[config.mk]
export PLATFORM = sky130hd
export DESIGN_NAME = cart_page_ctrl
export DESIGN_NICKNAME = d
export VERILOG_FILES = /design/src/rtl/cart_pkg.sv /design/src/rtl/cart_sync2.sv /design/src/rtl/cart_port_latch.sv /design/src/rtl/cart_sram_decode.sv /design/src/rtl/cart_nmi_gen.sv /design/src/rtl/cart_page_ctrl.sv
export SDC_FILE = /design/constraint.sdc
export NUM_CORES = 1
export LEC_CHECK = 0
export ABC_AREA = 1
export BUFFER_PORTS_ARGS = -buffer_cell sky130_fd_sc_hd__buf_4
export CORE_UTILIZATION = 30
export CTS_CLUSTER_DIAMETER = 30
export DETAILED_ROUTE_END_ITERATION = 8
export PLACE_DENSITY = 0.64
export SYNTH_ARGS = -nofsm -noshare
export SYNTH_HDL_FRONTEND = slang
export SYNTH_SLANG_ARGS = --single-unit
[constraint.sdc]
create_clock -name clk -period 2.66 [get_ports clk]
set_input_delay 0.266 -clock clk [delete_from_list [all_inputs] [get_ports clk]]
set_output_delay 0.266 -clock clk [all_outputs]
set_load 0.05 [all_outputs]
[src/rtl/cart_pkg.sv]
// Package: shared constants and types of the cartridge paging controller.
// Assumes a 16-bit Z80-style host address bus.
package cart_pkg;
    localparam int          HOST_AW      = 16;
    localparam int          SEL_ZERO_HI  = 10;  // must be 0 to select port
    localparam int          SEL_ZERO_LO  = 2;   // must be 0 to select port
    localparam int          ROM_OFF_BIT  = 8;   // address bit carrying ROM flag
    localparam int          RAM_OFF_BIT  = 9;   // address bit carrying RAM flag
    localparam logic [15:0] NMI_ACK_ADDR = 16'h0066;

    typedef struct packed {
        logic rom_off;
        logic ram_off;
    } page_flags_t;
endpackage

[src/rtl/cart_sync2.sv]
// Module: two-flop synchroniser for a single asynchronous input.
// Assumes the input is a slow level (switch or button); RST_VAL is the
// level taken during synchronous active-low reset.
module cart_sync2 #(
    parameter logic RST_VAL = 1'b0
) (
    input  logic clk,
    input  logic rst_n,
    input  logic d_async,
    output logic q_sync
);
    logic stage1;

    // Purpose: shift the asynchronous level through two flops.
    always_ff @(posedge clk) begin
        if (!rst_n) begin
            stage1 <= RST_VAL;
            q_sync <= RST_VAL;
        end else begin
            stage1 <= d_async;
            q_sync <= stage1;
        end
    end
endmodule

[src/rtl/cart_port_latch.sv]
// Module: decodes the write-only control port and holds the paging flags.
// Assumes bus strobes are sampled at the clock edge. The flag values come
// from address lines of the I/O write; the data bus is not used.
module cart_port_latch
    import cart_pkg::*;
(
    input  logic        clk,
    input  logic        rst_n,
    input  logic        iorq_n,
    input  logic        wr_n,
    input  logic        a_sel_hi,
    input  logic        a_sel_lo,
    input  logic        a_rom,
    input  logic        a_ram,
    output page_flags_t flags
);
    logic port_wr;

    // Purpose: recognise an I/O write cycle that addresses the control port.
    always_comb port_wr = !iorq_n && !wr_n && !a_sel_hi && !a_sel_lo;

    // Purpose: load both flags from the address lines on a port write.
    always_ff @(posedge clk) begin
        if (!rst_n) begin
            flags <= '0;
        end else if (port_wr) begin
            flags.rom_off <= a_rom;
            flags.ram_off <= a_ram;
        end
    end

    a_r3_rom_follows_addr: assert property (@(posedge clk) disable iff (!rst_n)
        port_wr |=> (flags.rom_off == $past(a_rom)));
    a_r4_ram_follows_addr: assert property (@(posedge clk) disable iff (!rst_n)
        port_wr |=> (flags.ram_off == $past(a_ram)));
    a_r2_hold_without_port: assert property (@(posedge clk) disable iff (!rst_n)
        !port_wr |=> $stable(flags));
endmodule

[src/rtl/cart_sram_decode.sv]
// Module: combinational SRAM strobe decode from the host memory cycle.
// Assumes addr_hi carries host addr[15:12]; addr[13] is deliberately ignored.
// The lower half is a read-only overlay, the upper half is read/write.
module cart_sram_decode
    import cart_pkg::*;
(
    input  logic        mreq_n,
    input  logic        rd_n,
    input  logic        wr_n,
    input  logic [3:0]  addr_hi,
    input  logic        swap,
    input  page_flags_t flags,
    output logic        sram_cs_n,
    output logic        sram_oe_n,
    output logic        sram_we_n,
    output logic        sram_a12
);
    logic in_window, upper, lower_hit, upper_hit, rd_hit, wr_hit;
    logic unused_a13;

    // Purpose: locate the access within the mirrored 8 KB window.
    always_comb begin
        unused_a13 = addr_hi[1];
        in_window  = (addr_hi[3:2] == 2'b00);
        upper      = addr_hi[0];
        lower_hit  = in_window && !upper && flags.rom_off;
        upper_hit  = in_window &&  upper && flags.ram_off;
    end

    // Purpose: qualify the window hit with the memory cycle type.
    always_comb begin
        rd_hit    = !mreq_n && !rd_n && (lower_hit || upper_hit);
        wr_hit    = !mreq_n && !wr_n && upper_hit;
        sram_oe_n = !rd_hit;
        sram_we_n = !wr_hit;
        sram_cs_n = !(rd_hit || wr_hit);
        sram_a12  = addr_hi[0] ^ swap;
    end
endmodule

[src/rtl/cart_nmi_gen.sv]
// Module: debounced button to one-shot NMI request with fetch acknowledge.
// Assumes btn_n is already synchronised. DEB_CYCLES must be at least 2.
// The acknowledge (M1 read at the vector) wins over a new press.
module cart_nmi_gen
    import cart_pkg::*;
#(
    parameter int DEB_CYCLES = 1024
) (
    input  logic               clk,
    input  logic               rst_n,
    input  logic               btn_sync_n,
    input  logic               m1_n,
    input  logic               mreq_n,
    input  logic               rd_n,
    input  logic [HOST_AW-1:0] addr,
    output logic               nmi_n
);
    localparam int CW = (DEB_CYCLES > 2) ? $clog2(DEB_CYCLES) : 1;
    localparam logic [CW-1:0] CNT_LAST = CW'(DEB_CYCLES - 1);

    logic [CW-1:0] cnt;
    logic          level_n;
    logic          pending;
    logic          press, ack;

    // Purpose: detect the cycle the debounced level goes to pressed,
    // and the vector fetch that acknowledges the request.
    always_comb begin
        press = (btn_sync_n != level_n) && (cnt == CNT_LAST) && !btn_sync_n;
        ack   = !m1_n && !mreq_n && !rd_n && (addr == NMI_ACK_ADDR);
    end

    // Purpose: accept a new level only after it holds for DEB_CYCLES samples.
    always_ff @(posedge clk) begin
        if (!rst_n) begin
            cnt     <= '0;
            level_n <= 1'b1;
        end else if (btn_sync_n == level_n) begin
            cnt <= '0;
        end else if (cnt == CNT_LAST) begin
            cnt     <= '0;
            level_n <= btn_sync_n;
        end else begin
            cnt <= cnt + 1'b1;
        end
    end

    // Purpose: hold the request from a press until the vector fetch.
    always_ff @(posedge clk) begin
        if (!rst_n)     pending <= 1'b0;
        else if (ack)   pending <= 1'b0;
        else if (press) pending <= 1'b1;
    end

    always_comb nmi_n = !pending;

    a_r10_level_needs_full_count: assert property (@(posedge clk) disable iff (!rst_n)
        !$stable(level_n) |-> ($past(cnt) == CNT_LAST));
    a_r11_ack_releases: assert property (@(posedge clk) disable iff (!rst_n)
        (pending && ack) |=> !pending);
    a_r11_hold_until_ack: assert property (@(posedge clk) disable iff (!rst_n)
        (pending && !ack) |=> pending);
endmodule

[src/rtl/cart_page_ctrl.sv]
// Module: top of the cartridge RAM paging controller.
// Assumes a Z80-style bus with active-low strobes, sampled on clk; the
// SRAM strobes follow the bus combinationally. Reset is synchronous, active low.
module cart_page_ctrl
    import cart_pkg::*;
#(
    parameter int DEB_CYCLES = 1024
) (
    input  logic        clk,
    input  logic        rst_n,
    input  logic [15:0] addr,
    input  logic        iorq_n,
    input  logic        mreq_n,
    input  logic        rd_n,
    input  logic        wr_n,
    input  logic        m1_n,
    input  logic        load_sw,
    input  logic        btn_n,
    output logic        rom_off,
    output logic        ram_off,
    output logic        nmi_n,
    output logic        sram_cs_n,
    output logic        sram_oe_n,
    output logic        sram_we_n,
    output logic        sram_a12
);
    page_flags_t flags;
    logic        swap_sync;
    logic        btn_sync_n;

    cart_sync2 #(.RST_VAL(1'b0)) u_sw_sync (
        .clk(clk), .rst_n(rst_n), .d_async(load_sw), .q_sync(swap_sync));

    cart_sync2 #(.RST_VAL(1'b1)) u_btn_sync (
        .clk(clk), .rst_n(rst_n), .d_async(btn_n), .q_sync(btn_sync_n));

    cart_port_latch u_latch (
        .clk(clk), .rst_n(rst_n), .iorq_n(iorq_n), .wr_n(wr_n),
        .a_sel_hi(addr[SEL_ZERO_HI]), .a_sel_lo(addr[SEL_ZERO_LO]),
        .a_rom(addr[ROM_OFF_BIT]), .a_ram(addr[RAM_OFF_BIT]),
        .flags(flags));

    cart_sram_decode u_decode (
        .mreq_n(mreq_n), .rd_n(rd_n), .wr_n(wr_n), .addr_hi(addr[15:12]),
        .swap(swap_sync), .flags(flags),
        .sram_cs_n(sram_cs_n), .sram_oe_n(sram_oe_n),
        .sram_we_n(sram_we_n), .sram_a12(sram_a12));

    cart_nmi_gen #(.DEB_CYCLES(DEB_CYCLES)) u_nmi (
        .clk(clk), .rst_n(rst_n), .btn_sync_n(btn_sync_n), .m1_n(m1_n),
        .mreq_n(mreq_n), .rd_n(rd_n), .addr(addr), .nmi_n(nmi_n));

    // Purpose: bring the held flags out to the host lines.
    always_comb begin
        rom_off = flags.rom_off;
        ram_off = flags.ram_off;
    end

    a_r5_no_write_to_overlay: assert property (@(posedge clk) disable iff (!rst_n)
        !sram_we_n |-> (addr[12] && ram_off));
    a_r7_outside_window_idle: assert property (@(posedge clk) disable iff (!rst_n)
        (addr[15:14] != 2'b00) |-> sram_cs_n);
endmodule

# == Word level (Yosys, flattened, before mapping) ==
# Index checks and enable logic that the tools add are counted.
# totals
reg_bits,18
in_bits,25
out_inout_bits,7
word_cells,52
# op_classes
add_sub_neg,1
n_eq_ne,4
bitwise_logic,3
n_reduce_logical,35
# ops
operator,count
$eq 16x7->1 const B,1
$logic_and 1x1->1,16
$logic_not 1->1,13
$add 10x1->10 const B,1
$eq 10x10->1 const B,1
$reduce_or 3->1,1
$logic_not 2->1,1
$logic_or 1x1->1,2
$not 1->1,2
$reduce_and 2->1,1
$reduce_or 2->1,1
$eq 1x1->1,1
$ne 1x1->1,1
$xor 1x1->1,1

# == Depth between registers and ports, before layout ==
# Gate-level depths: netlist (run 1).
# logic_depth
ltp_word,7
ltp_mapped,8
mapped_depth_nobuf,8

# == Modules after synthesis ==
# A second synthesis (run 1) with hierarchy kept.
# hier_totals
cells_unflattened,134
hier_area_um2,895.9
# by_module_without_submodules
mod,n_inst,cells_per_inst,area_per_inst_um2,seq_area_each_um2
cart_nmi_gen,1,93,623.1,240.2
cart_sync2,2,6,55.1,40.0
cart_port_latch,1,14,100.1,40.0
cart_sram_decode,1,15,62.6,0.0

# == Least setup slack after synthesis (run 1) ==
# OpenSTA, ideal clock, no wires.
# synth_timing
kind,reg2out
from,register u_latch.flags[0] (netlist name)
to,output port sram_cs_n
arrival_ns,1.526
required_time_ns,2.394
path_slack_ns,0.868
stages_incl_launch_ff,4
path_buffers,0
cell_sequence,dfxtp_1 -> nand3_1 -> o21ai_0 -> a21oi_1
# synth_via
elab_chain_len,5
word_cells_on_any_way,6
cone_classes,reduce/logical (6)
# synth_rtl
item,line,text
$logic_and 1x1->1 *,cart_sram_decode.sv:27,upper_hit = in_window && upper && flags.ram_off;
$logic_or 1x1->1,cart_sram_decode.sv:32,rd_hit = !mreq_n && !rd_n && (lower_hit || upper_hit);
$logic_and 1x1->1,cart_sram_decode.sv:32,
$logic_or 1x1->1 *,cart_sram_decode.sv:36,sram_cs_n = !(rd_hit || wr_hit);
$logic_not 1->1 *,cart_sram_decode.sv:36,
"end, declared",cart_page_ctrl.sv:22,"output logic sram_cs_n,"
# Mark *: on every way between the ends. The rest lies on a longest branch, timed or not.

# == Worst setup path in the final report (run 1) ==
# layout_timing
from,register u_latch.flags[0] (netlist name)
to,output port sram_cs_n
# layout_via
elab_chain_len,5
word_cells_on_any_way,6
cone_classes,reduce/logical (6)
# layout_rtl
item,line
$logic_and 1x1->1 *,cart_sram_decode.sv:27
$logic_or 1x1->1,cart_sram_decode.sv:32
$logic_and 1x1->1,cart_sram_decode.sv:32
$logic_or 1x1->1 *,cart_sram_decode.sv:36
$logic_not 1->1 *,cart_sram_decode.sv:36
# Marks and branches as above.

==> results of run 1 <==
## power groups by stage
stage / logic [mW] / registers, mW / clock network [mW]
2_1_floorplan: 0.0204 / 0.284 / 0
3_3_place_gp: 0.0581 / 0.281 / 0
3_5_place_dp: 0.0591 / 0.281 / 0
4_1_cts: 0.0593 / 0.275 / 0.177
5_1_grt: 0.0640 / 0.276 / 0.190
6_report: 0.0585 / 0.275 / 0.167
## placed cells by master, fill, tap and decap left out, types with 2 or more instances in the layout
cell,instances
nand3b_1,2
nor2_1,21
o21ai_0,2
xor2_1,3
nor2_2,2
a21oi_1,5
nor3_1,3
a21oi_2,2
or2_2,2
nand2_1,27
buf_4,31
nand3_1,5
dfxtp_1,18
clkbuf_4,3
inv_1,20
## logic make-up (layout without fill, tap and decap cells)
family / count (synthesis) / in the layout
AO/OA/AOI/OAI: 10 / 10
XOR/XNOR: 4 / 4
adder cells (fa/ha/maj): 1 / 1
buffers and inverters: 21 / 56
flip-flops: 18 / 18
AND/OR/NAND/NOR: 68 / 68
## cells in the mapped netlist (all sizes together)
master	n	area, um2
xnor2	1	8.760
nand3	6	35.03
nand4	1	6.260
nor2	24	102.6
o211ai	1	7.510
o21ai	2	10.01
a21oi	7	42.54
nor3	3	15.01
xor2	3	26.28
or2	3	18.77
inv	21	78.82
dfxtp	18	360.4
nand3b	2	15.01
ha	1	12.51
nand2	29	118.9
## area by class of cell
cell class	count	area share
Multi-Input combinational cell	83	0.3594
Sequential cell	18	0.3090
Timing Repair Buffer	31	0.1996
Inverter	21	0.06760
Tap cell	31	0.03326
Clock buffer	4	0.03112
## flip-flops by register name, indices dropped and copies added (netlist names)
name               flops
u_btn_sync.q_sync      1
u_btn_sync.stage1      1
u_latch.flags          2
u_nmi.cnt             10
u_nmi.level_n          1
u_nmi.pending          1
u_sw_sync.q_sync       1
u_sw_sync.stage1       1
## per-stage QoR
step	hold WS [ns]	util	std cells	worst slack, ns
finish	0.1515	0.4265	188	1.179
global route	0.1279	0.4265	188	0.9982
CTS	0.1402	0.4265	188	1.150
detailed placement	0.3984	0.4133	184	1.304
global placement	0.3957	0.4133	184	1.347
floorplan	0.3595	-	122	0.8678
## final timing paths
path	end	slack, ns
worst max-delay path	sram_cs_n	1.18
worst min-delay path	u_sw_sync.stage1$_SDFF_PN0_	0.15
worst max register to register	u_nmi.cnt[9]$_SDFF_PP0_	1.36
worst min register to register	u_sw_sync.q_sync$_SDFF_PN0_	0.42
## critical path, cell delays in order, from the launching register on
cell,delay (ns)
dfxtp_1,0.37
nand3_1,0.10
nor3_1,0.19
a21oi_1,0.07
buf_4,0.20
## metal layers
layer | routed length (um) | global-route usage | vias to the layer above | part of all wire
met3 | 170 | 0.03747 | 2 | 0.10
met5 | 0 | 0 | - | 0
met4 | 14 | 0.05357 | 0 | 0.0083
met2 | 777 | 0.2014 | 33 | 0.46
met1 | 725 | 0.1338 | 340 | 0.43
li1 | - | - | 445 | -
==> flow_summary_export.csv, run 1 <==
group,metric,value,unit
logic_synthesis,synth_seq_cells,18,
worst_setup_path,r2r_cells,8,
grt,track_usage,0.1181,
die,dieHeight,55.49,um
cts,clk_pin_slew,0.10,ns
logic_synthesis,synth_adder_area_share,0.01458,
die,die_w,55.49,um
logic_synthesis,synthSimpleGateAreaFrac,0.3630,
status,status,"complete, no violations",
timing,max-slew-margin-rel,0.8437,
layout,layout.nets,184,
hold_path,min_from,"load_sw",
grt,gr-total-overflow,0,
die,fp-row-count,19,
place,place.gp.congestion,0.8367,
route,wl_per_cell,8.979,um
logic_synthesis,synth_xor_area_frac,0.04082,
worst_setup_path,start_kind,"register",
layout,drive_above_1_share,0.2930,
cts,worstSkewPairLatency,0.29,ns
layout,syn_to_final_growth,35.86,%
power_and_ir_drop,peakVddDrop,0.0002388,V
timing,drv_slew,0,
layout,multi_input_area,419.2,um2
logic_synthesis,synth_compound_area_frac,0.06997,
power_and_ir_drop,power.net_switching,0.1118,mW
cts,h-tree-depth,1,
route,drcViolationCount,0,
route,vias_per_cell,4.362,
place,portBuffers,31,
die,coreArea,2734,um2
grt,antenna_found_initial,0,
place,place_area,1130,um2
logic_synthesis,synth_top_family_by_area,"simple AND/OR/NAND/NOR gates",
cts,clock_sinks,18,
logic_synthesis,seq_area_frac_synth,0.4198,
worst_setup_path,setup.worst_path.end_class,"output pin",
cts,cts_buffers,3,
route,drt_first_pass_iters,3,
cts,post-cts-setup-buffers,0,
worst_setup_path,timing.rr.start,"u_nmi.cnt[0]$_SDFF_PP0_",
cts,cts_hold_buf,0,
logic_synthesis,syn_area_per_cell,7.035,um2
logic_synthesis,syn_nets,148,
hold_path,min_delay_path_depth,3,
worst_setup_path,critPathMaxFanout,3,
worst_setup_path,startpoint,"u_latch.flags[0]$_SDFFE_PN0P_",
power_and_ir_drop,pwr-share-comb,0.117,
logic_synthesis,netlist-cell-type-count,23,
worst_setup_path,worstPathRequired,2.39,ns
place,hpwl,1.354,mm
timing,post-route-period-util,0.5567,
timing,hold_violations,0,
grt,grt_max_degree,11,
timing,tns,0,ns
worst_setup_path,worstSetupPathType,"register to output pin",
die,num_io_pins,32,
die,start_util,0.3140,
cts,cts-resized-gates,0,
grt,grt_pass1_vias,743,
hold_path,hp-class,"input port to register",
cts,clockBufferDepth,2,
layout,nFillCells,293,
power_and_ir_drop,leakage,0.5505,nW
power_and_ir_drop,total_power,0.5003,mW
grt,grt_first_pass_wirelength,2.953,mm
route,finalWirelength,1.688,mm
die,dieArea,3079,um2
timing,skew,0.003142,ns
power_and_ir_drop,powerDensity,429.1,nW/um2
timing,tightest_slew,0.2320,ns
worst_setup_path,arrival,1.21,ns
power_and_ir_drop,p_seq_frac,0.550,
timing,fmax,675.3,MHz
cts,cts.root.buffer_cell,"clkbuf_4",
layout,diodes,0,
logic_synthesis,muxShareOfSynthArea,0,
route,final_antenna_net_count,0,
power_and_ir_drop,switching_share,0.2235,
layout,seq_area,360.3,um2
logic_synthesis,synth_cells,122,
flow_run,drv_cap,0,
timing,rsz0062_at_grt,"no",
power_and_ir_drop,p_int,0.3885,mW
route,initialDrtViolationCount,30,
route,vias,820,
logic_synthesis,ys_warn_count,0,
logic_synthesis,syn_area,858.3,um2
timing,fin_crit,1.481,ns
power_and_ir_drop,p_clk_frac,0.333,
timing,setup_violations,0,
cts,tritoncts,"built",
layout,fin_area,1166,um2
(Power assumes the default switching activity.)
==> inputs of run 2 (changes only) <==
Settings changed: PLACE_DENSITY 0.64 to 0.66.
Clock period 2.66 ns to 1.3 ns, I/O delays scaled along.
==> run 2 against run 1 <==
  * Total power up 110%
  * First-iteration DRC count increased by 3.3%
  * Combinational power increased by 130%
  * Critical endpoint is now sram_we_n
  * Highest routed layer unchanged
==> flow_summary_export.csv, run 2 (synthesized netlist as in run 1, its figures left out) <==
group,metric,value,unit
cts,worstSkewPairLatency,0.29,ns
worst_setup_path,timing.rr.start,"u_nmi.cnt[0]$_SDFF_PP0_",
route,initialDrtViolationCount,31,
layout,drive_above_1_share,0.3827,
flow_run,drv_cap,0,
layout,layout.nets,189,
place,place.gp.congestion,0.8175,
route,drt_first_pass_iters,5,
cts,cts_buffers,3,
layout,syn_to_final_growth,47.67,%
place,place_area,1166,um2
cts,clockBufferDepth,2,
grt,grt_first_pass_wirelength,2.932,mm
layout,max_flop_register,"u_nmi.cnt",
layout,mostFrequentLayoutCells,"buf_4 (33), nand2_1 (26), nor2_1 (20)",
layout,final_common_cell,"buf_4",
route,final_antenna_net_count,0,
cts,tritoncts,"built",
worst_setup_path,endpoint,"sram_we_n",
layout,multi_input_area,479.2,um2
worst_setup_path,arrival,1.15,ns
place,hpwl,1.333,mm
cts,cts_hold_buf,0,
die,die_w,55.49,um
grt,gr-total-overflow,0,
timing,fmax,781.1,MHz
status,status,"complete, no violations",
worst_setup_path,start_kind,"register",
timing,tightest_slew,0.2397,ns
cts,cts.root.buffer_cell,"clkbuf_4",
grt,grt_max_degree,11,
route,vias,866,
die,start_util,0.3140,
hold_path,hp-class,"input port to register",
timing,setup_violations,0,
timing,skew,0.001655,ns
route,vias_per_cell,4.487,
layout,diodes,0,
place,portBuffers,31,
die,fp-row-count,19,
worst_setup_path,r2r_slack,0.10,ns
route,drcViolationCount,0,
route,wl_per_cell,9.207,um
layout,largest_register_ffs,10,
layout,finish.utilization,0.4636,
die,dieHeight,55.49,um
grt,grt_pass1_vias,698,
layout,reg_top3,"u_nmi.cnt: 10 flops, u_latch.flags: 2 flops",
die,coreArea,2734,um2
grt,track_usage,0.1172,
worst_setup_path,reg2reg_to,"u_nmi.cnt[8]$_SDFF_PP0_",
cts,clock_sinks,18,
power_and_ir_drop,powerDensity,817.1,nW/um2
cts,h-tree-depth,1,
die,num_io_pins,32,
timing,max-slew-margin-rel,0.8396,
timing,drv_slew,0,
route,finalWirelength,1.777,mm
power_and_ir_drop,peakVddDrop,0.0006807,V
worst_setup_path,worstSetupPathType,"register to output pin",
power_and_ir_drop,leakage,0.5842,nW
grt,antenna_found_initial,0,
power_and_ir_drop,total_power,1.036,mW
timing,post-route-period-util,0.9848,
worst_setup_path,r2r_cells,6,
cts,clk_pin_slew,0.10,ns
timing,fin_crit,1.280,ns
worst_setup_path,critPathMaxFanout,2,
layout,seq_area,364.1,um2
worst_setup_path,setup.worst_path.end_class,"output pin",
timing,hold_violations,0,
layout,fin_area,1267,um2
timing,rsz0062_at_grt,"yes",
layout,nFillCells,254,
worst_setup_path,worstPathRequired,1.17,ns
worst_setup_path,startpoint,"u_latch.flags[0]$_SDFFE_PN0P_",
die,dieArea,3079,um2
==> run 2: changes by cell type in the layout (fill, tap and decap cells not counted), sizes merged <==
cell / delta
buf: +4
nand2: +1
==> run 2: critical path, stage by stage, from the launching register on <==
cell	delay [ns]
dfxtp_2	0.37
nand3_4	0.09
nor3_4	0.20
inv_2	0.05
buf_6	0.15
==> run 2: through the flow <==
stage               setup slack, ns  std cells  hold WS, ns  setup TNS (ns)
floorplan                   0.09834        122       0.2235               0
global placement            0.09796        186       0.3208               0
detailed placement          0.04738        186       0.3221               0
CTS                        -0.04602        191      0.01372        -0.08969
global route               -0.05902        193     0.006496         -0.1658
finish                      0.01977        193      0.01851               0
==> run 2: how the worst min path moves through the flow <==
| stage | from | endpoint | slack, ns | cells after the start |
|---|---|---|---|---|
| 2_1_floorplan | rst_n | u_sw_sync.q_sync$_SDFF_PN0_ | 0.22 | 2 |
| 3_3_place_gp | load_sw | u_sw_sync.stage1$_SDFF_PN0_ | 0.32 | 3 |
| 3_5_place_dp | load_sw | u_sw_sync.stage1$_SDFF_PN0_ | 0.32 | 3 |
| 4_1_cts | load_sw | u_sw_sync.stage1$_SDFF_PN0_ | 0.01 | 3 |
| 5_1_grt | btn_n | u_btn_sync.stage1$_SDFF_PN1_ | 0.006 | 2 |
| 6_report | load_sw | u_sw_sync.stage1$_SDFF_PN0_ | 0.02 | 3 |
==> run 2: per-layer routing <==
metal  global-route usage  part of all wire  up-vias
met1               0.1431              0.44      369
met2               0.1876              0.46       35
met3              0.04450             0.093        2
met5                    0                 0        -
li1                     -                 -      460
met4              0.04286            0.0062        0
==> run 2: what timing repair did <==
item                       in CTS  in global routing
resized for setup               6                  4
pin swaps                       1                  2
buffers inserted                1                  1
hold endpoints to repair        0                  0
setup endpoints to repair       3                  5
gates cloned                    0                  1
==> run 2: cell type report <==
type | count | area share
multi-input cells | 84 | 0.3781
flip-flops and latches | 18 | 0.2873
repair buffers | 35 | 0.2132
inverters | 21 | 0.06219
well taps | 31 | 0.03060
clock buffers | 4 | 0.02863
==> run 2: report_power, final <==
| part | total [mW] | leakage (nW) | internal (mW) | switching, mW |
|---|---|---|---|---|
| logic | 0.134 | 0.416 | 0.0706 | 0.0637 |
| clock network | 0.338 | 0.0210 | 0.171 | 0.167 |
| registers | 0.563 | 0.148 | 0.560 | 0.00345 |
